`config.mk`:
```
export PLATFORM = sky130hd
export DESIGN_NAME = view_reg_bank
export DESIGN_NICKNAME = d
export VERILOG_FILES = /design/src/rtl/vrb_pkg.sv /design/src/rtl/vrb_spi_rx.sv /design/src/rtl/vrb_view_store.sv /design/src/rtl/vrb_dbg_overlay.sv /design/src/rtl/view_reg_bank.sv
export SDC_FILE = /design/constraint.sdc
export NUM_CORES = 1
export LEC_CHECK = 0
export BUFFER_PORTS_ARGS = -buffer_cell sky130_fd_sc_hd__buf_2
export CORE_MARGIN = 4
export CORE_UTILIZATION = 52
export DETAILED_ROUTE_END_ITERATION = 8
export GPL_ROUTABILITY_DRIVEN = 0
export PLACE_DENSITY = 0.68
export SLEW_MARGIN = 25
export SYNTH_ARGS = -nofsm -noshare
export SYNTH_HDL_FRONTEND = slang
export SYNTH_SLANG_ARGS = --single-unit
```
`constraint.sdc`:
```
create_clock -name clk -period 2.83 [get_ports clk]
set_clock_uncertainty 0.15 [all_clocks]
set_input_delay 0.4245 -clock clk [delete_from_list [all_inputs] [get_ports clk]]
set_output_delay 0.4245 -clock clk [all_outputs]
set_load 0.05 [all_outputs]
```
`src/rtl/vrb_pkg.sv`:
```
package vrb_pkg;
  parameter int unsigned VW       = 16;
  parameter int unsigned NUM_REGS = 6;
  localparam int unsigned FRAME_BITS = VW * NUM_REGS;

  localparam int unsigned IDX_PX = 0;
  localparam int unsigned IDX_PY = 1;

  typedef logic [NUM_REGS-1:0][VW-1:0] view_t;

  // index 0 = pos_x ... index 5 = plane_y
  localparam view_t VIEW_PRESET = {16'h016A, 16'h016A, 16'hFD2C,
                                   16'h02D4, 16'h1100, 16'h2200};
endpackage

```
`src/rtl/vrb_spi_rx.sv`:
```
module vrb_spi_rx #(
  parameter int unsigned FRAME_BITS  = 96,
  parameter int unsigned SYNC_STAGES = 2
) (
  input  logic                  clk,
  input  logic                  rst,
  input  logic                  sclk,
  input  logic                  mosi,
  input  logic                  csn,
  output logic                  frame_ok,
  output logic [FRAME_BITS-1:0] frame_data
);
  localparam int unsigned CW = $clog2(FRAME_BITS + 2);
  localparam int unsigned TOP = SYNC_STAGES - 1;

  logic [TOP:0] sck_s, mo_s, cs_s;
  logic         sck_d, cs_d;
  logic [CW-1:0] cnt;
  logic [FRAME_BITS-1:0] shreg;
  logic sck_rise, cs_rise;

  always_ff @(posedge clk) begin
    if (rst) begin
      sck_s <= '0;
      mo_s  <= '0;
      cs_s  <= '1;
    end else begin
      sck_s <= {sck_s[TOP-1:0], sclk};
      mo_s  <= {mo_s[TOP-1:0], mosi};
      cs_s  <= {cs_s[TOP-1:0], csn};
    end
  end

  assign sck_rise = sck_s[TOP] & ~sck_d;
  assign cs_rise  = cs_s[TOP] & ~cs_d;

  always_ff @(posedge clk) begin
    if (rst) begin
      sck_d    <= 1'b0;
      cs_d     <= 1'b1;
      cnt      <= '0;
      shreg    <= '0;
      frame_ok <= 1'b0;
    end else begin
      sck_d    <= sck_s[TOP];
      cs_d     <= cs_s[TOP];
      frame_ok <= 1'b0;
      if (cs_rise) begin
        frame_ok <= (cnt == CW'(FRAME_BITS));
        cnt      <= '0;
      end else if (!cs_s[TOP] && sck_rise) begin
        shreg <= {shreg[FRAME_BITS-2:0], mo_s[TOP]};
        if (cnt != CW'(FRAME_BITS + 1)) cnt <= cnt + 1'b1;
      end
    end
  end

  assign frame_data = shreg;
endmodule

```
`src/rtl/vrb_view_store.sv`:
```
module vrb_view_store
  import vrb_pkg::*;
#(
  parameter int unsigned DRIFT_STEP = 16
) (
  input  logic                  clk,
  input  logic                  rst,
  input  logic                  frame_ok,
  input  logic [FRAME_BITS-1:0] frame_data,
  input  logic                  frame_start,
  input  logic                  drift_x,
  input  logic                  drift_y,
  output view_t                 live,
  output logic                  pending
);
  view_t incoming, shadow;

  for (genvar g = 0; g < NUM_REGS; g++) begin : g_unpack
    assign incoming[g] = frame_data[FRAME_BITS-1-g*VW -: VW];
  end

  always_ff @(posedge clk) begin
    if (rst) begin
      live    <= VIEW_PRESET;
      shadow  <= '0;
      pending <= 1'b0;
    end else begin
      if (frame_ok) begin
        shadow  <= incoming;
        pending <= 1'b1;
      end
      if (frame_start) begin
        if (frame_ok) begin
          live    <= incoming;
          pending <= 1'b0;
        end else if (pending) begin
          live    <= shadow;
          pending <= 1'b0;
        end else begin
          if (drift_x) live[IDX_PX] <= live[IDX_PX] + VW'(DRIFT_STEP);
          if (drift_y) live[IDX_PY] <= live[IDX_PY] + VW'(DRIFT_STEP);
        end
      end
    end
  end
endmodule

```
`src/rtl/vrb_dbg_overlay.sv`:
```
module vrb_dbg_overlay
  import vrb_pkg::*;
#(
  parameter int unsigned XW      = 10,
  parameter int unsigned YW      = 10,
  parameter int unsigned SQ_LOG2 = 3
) (
  input  logic          clk,
  input  logic          rst,
  input  logic          en,
  input  logic [XW-1:0] pix_x,
  input  logic [YW-1:0] pix_y,
  input  view_t         view,
  output logic          dbg_pix
);
  localparam int unsigned CBW = $clog2(VW);
  localparam int unsigned RW  = $clog2(NUM_REGS);

  logic [XW-1:0] col;
  logic [YW-1:0] row;
  logic          lit;

  assign col = pix_x >> SQ_LOG2;
  assign row = pix_y >> SQ_LOG2;

  always_comb begin
    lit = 1'b0;
    if (col < XW'(VW) && row < YW'(NUM_REGS))
      lit = view[row[RW-1:0]][~col[CBW-1:0]];
  end

  always_ff @(posedge clk) begin
    if (rst) dbg_pix <= 1'b0;
    else     dbg_pix <= en & lit;
  end
endmodule

```
`src/rtl/view_reg_bank.sv`:
```
module view_reg_bank
  import vrb_pkg::*;
#(
  parameter int unsigned XW          = 10,
  parameter int unsigned YW          = 10,
  parameter int unsigned V_ACT       = 480,
  parameter int unsigned SQ_LOG2     = 3,
  parameter int unsigned DRIFT_STEP  = 16,
  parameter int unsigned SYNC_STAGES = 2
) (
  input  logic          clk,
  input  logic          rst,
  input  logic          spi_sclk,
  input  logic          spi_mosi,
  input  logic          spi_csn,
  input  logic          drift_x,
  input  logic          drift_y,
  input  logic          dbg_en,
  input  logic [XW-1:0] pix_x,
  input  logic [YW-1:0] pix_y,
  output logic [VW-1:0] pos_x,
  output logic [VW-1:0] pos_y,
  output logic [VW-1:0] dir_x,
  output logic [VW-1:0] dir_y,
  output logic [VW-1:0] plane_x,
  output logic [VW-1:0] plane_y,
  output logic          dbg_pix
);
  logic                  frame_ok;
  logic [FRAME_BITS-1:0] frame_data;
  logic                  frame_start;
  logic                  pending;
  view_t                 live;

  assign frame_start = (pix_y == YW'(V_ACT)) && (pix_x == '0);

  vrb_spi_rx #(.FRAME_BITS(FRAME_BITS), .SYNC_STAGES(SYNC_STAGES)) u_rx (
    .clk(clk), .rst(rst), .sclk(spi_sclk), .mosi(spi_mosi), .csn(spi_csn),
    .frame_ok(frame_ok), .frame_data(frame_data));

  vrb_view_store #(.DRIFT_STEP(DRIFT_STEP)) u_store (
    .clk(clk), .rst(rst), .frame_ok(frame_ok), .frame_data(frame_data),
    .frame_start(frame_start), .drift_x(drift_x), .drift_y(drift_y),
    .live(live), .pending(pending));

  vrb_dbg_overlay #(.XW(XW), .YW(YW), .SQ_LOG2(SQ_LOG2)) u_dbg (
    .clk(clk), .rst(rst), .en(dbg_en), .pix_x(pix_x), .pix_y(pix_y),
    .view(live), .dbg_pix(dbg_pix));

  assign pos_x   = live[0];
  assign pos_y   = live[1];
  assign dir_x   = live[2];
  assign dir_y   = live[3];
  assign plane_x = live[4];
  assign plane_y = live[5];
endmodule

```
==> impl_metrics.ini <==
[yosys]
netlist_top_cells_count = dfxtp_1 (306), nand2_1 (274), nor2_1 (174), a21oi_1 (130), mux2i_1 (115)
yosysSeqAreaShare_pct = 49.7
synth_top_area_cell = dfxtp_1
yosysMostFrequentCell = dfxtp_1
synth_top_area_share_pct = 49.7
synthCells = 1403
async_flop_share_pct = 0
ys.flop_type = dfxtp_1
netlist_top_cells_area = dfxtp_1 (50%), mux2i_1 (9.3%), nand2_1 (8.4%)
syn_nets = 1436
synth_warnings = 0
synth_enable_flop_cells = 0
avgSynthCellArea_um2 = 8.78
yosysUniqueCellTypes = 54
synth-seq-cells = 306
netlist_area_um2 = 12300

[timing]
fin_crit_ps = 2400
finalSetupViolCount = 0
fin_crit_sh_pct = 84.7
max_freq_ghz = 0.417
rsz0062_at_grt = no
finalHoldViolCount = 0
setup_slack_ps = 434
tightest_slew_ps = 687
slew_violations = 0
relSlewSlack_pct = 54.2

[cts]
cts_root_buffer = clkbuf_16
clk_pin_slew_ps = 60
clk_latency_ps = 560
clock-sinks = 306
numCtsBuffers = 31
htreeDepth = 1
cts_buffer_depth = 3
cts_tree = yes
ctsResizeCount = 0

[final_layout]
layout.nets = 1523
drive_gt1_share_pct = 15.8
area_delta_synth_final_pct = 16.3

[pwr]
internal_power_mw = 6.73
p_clk_share_pct = 46.7
switchingPower_mw = 1.81
vdd_drop_max_mv = 0.422
pwr-share-seq_pct = 50.5
power_mw = 8.54
power.density_nw_per_um2 = 596
pwr-share-comb_pct = 2.8
p_sw_share_pct = 21.2
cellLeakagePower_nw = 5.25

[die]
pin_count = 125
start_util_pct = 52.6
core_area_um2 = 23400
die_w_um = 162
die-height_um = 162
die_area_um2 = 26200
rows = 56

[placement]
dp.final_hpwl_um = 22300
numPortBuffers = 124
place_ws_ps = -122

[global_routing]
overflow = 0
antenna_found_initial = 1
grt_max_degree = 150
grt_pass1_vias = 9557
grt_util_all_layers_pct = 24.2
grt_pass1_wl_um = 51800

[route]
ant_nets = 0
wl_per_cell_um = 17.9
vias_per_cell = 5.60
vias = 10300
drcViolationCount = 0
drt_iter0_markers = 841
dr.pass1.iters = 5
wirelength_um = 32800

[setup_path]
startpoint_type = primary input
slowest_delay_ps = 660
cp-end-kind = flop
path_cells = buf_2, or4b_1, or4_1, nor3_4, buf_4, nor2_1, a211oi_1
critPathRequiredTime_ps = 3120
crit_slowest_cell = or4_1
worstPathArrival_ps = 2690
cp_max_fo = 26
critPathKind = in -> reg

[run_status]
status = complete, no violations

[job]
cap_violations = 0

[hold_path]
hold_path.class = in -> reg
-- per-stage QoR --
stage               TNS (ps)  util, %  std cells  instance area, um2  hold WS (ps)
floorplan                  0        -       1403               12300           239
global placement        -282     56.7       1773               13300           244
detailed placement     -1700     56.7       1773               13300           249
CTS                        0     61.2       1834               14300          36.7
global route               0     61.2       1835               14300          61.9
finish                     0     61.2       1835               14300          58.2
-- power by group through the flow --
stage                     Combinational, mW  Sequential, mW  Clock [mW]
after CTS                             0.236            4.31        4.05
after floorplan                       0.152            4.41           0
after detailed placement              0.232            4.41           0
after global routing                  0.257            4.31        4.23
after global placement                0.232            4.41           0
final                                 0.238            4.31        3.99
-- cell type report --
type	instances	area, um2
inverters	10	37.5
multi-input cells	980	5720
flip-flops and latches	306	6130
repair buffers	161	1010
fillers	2088	9080
clock inverters	11	86.3
clock buffers	47	926
diodes	1	2.50
well taps	319	399
-- state kept, by name (all words and copies together), names as in the netlist, 2 cells and up --
register         cells
u_store.live        96
u_store.shadow      96
u_rx.cnt             7
u_rx.frame_data     96
u_rx.sck_s           2
u_rx.mo_s            2
u_rx.cs_s            2
-- path summary, 6_finish.rpt --
| path | from | endpoint | slack, ps | cells after the start |
|---|---|---|---|---|
| worst max-delay path | pix_y[4] | u_store.live[46] | 430 | 7 |
| worst min-delay path | rst | u_rx.frame_data[11] | 60 | 2 |
| worst max register to register | u_store.live[6] | u_store.live[15] | 600 | 6 |
| worst min register to register | u_rx.cs_s[0] | u_rx.cs_s[1] | 260 | 1 |
-- per-layer routing --
layer / global-route usage (%) / up-vias / part of all wire (%)
li1: - / 5022 / -
met1: 34.9 / 4842 / 46
met2: 37.5 / 346 / 44
met3: 4.09 / 67 / 7.1
met4: 7.65 / 0 / 3.1
met5: 0 / - / 0
-- cell usage in the layout (no fill, tap or decap), types with 26 or more instances in the layout --
cell	count
dfxtp_1	305
nand2_1	273
nor2_1	174
a21oi_1	130
buf_2	123
mux2i_1	115
a211oi_1	47
o211ai_1	40
o21ai_0	37
clkbuf_16	31
buf_4	26
-- what timing repair did --
item,in CTS,in global routing
hold endpoints to repair,3,0
buffers inserted,0,0
hold buffers,3,0
-- cell families after synthesis --
logic type	share of synthesized area, %
fa+ha+maj	0.508
buf+inv	3.88
mux	11.7
xor+xnor	1.21
flops	49.7
compound gates	14.6
simple gates	18.3
-- worst max-delay path, delay by kind of cell --
family | cells | cell delay [ps]
AO/OA/AOI/OAI | 1 | 250
buffers and inverters | 2 | 450
AND/OR/NAND/NOR | 4 | 1560
Power figures use the tool's default switching activity.
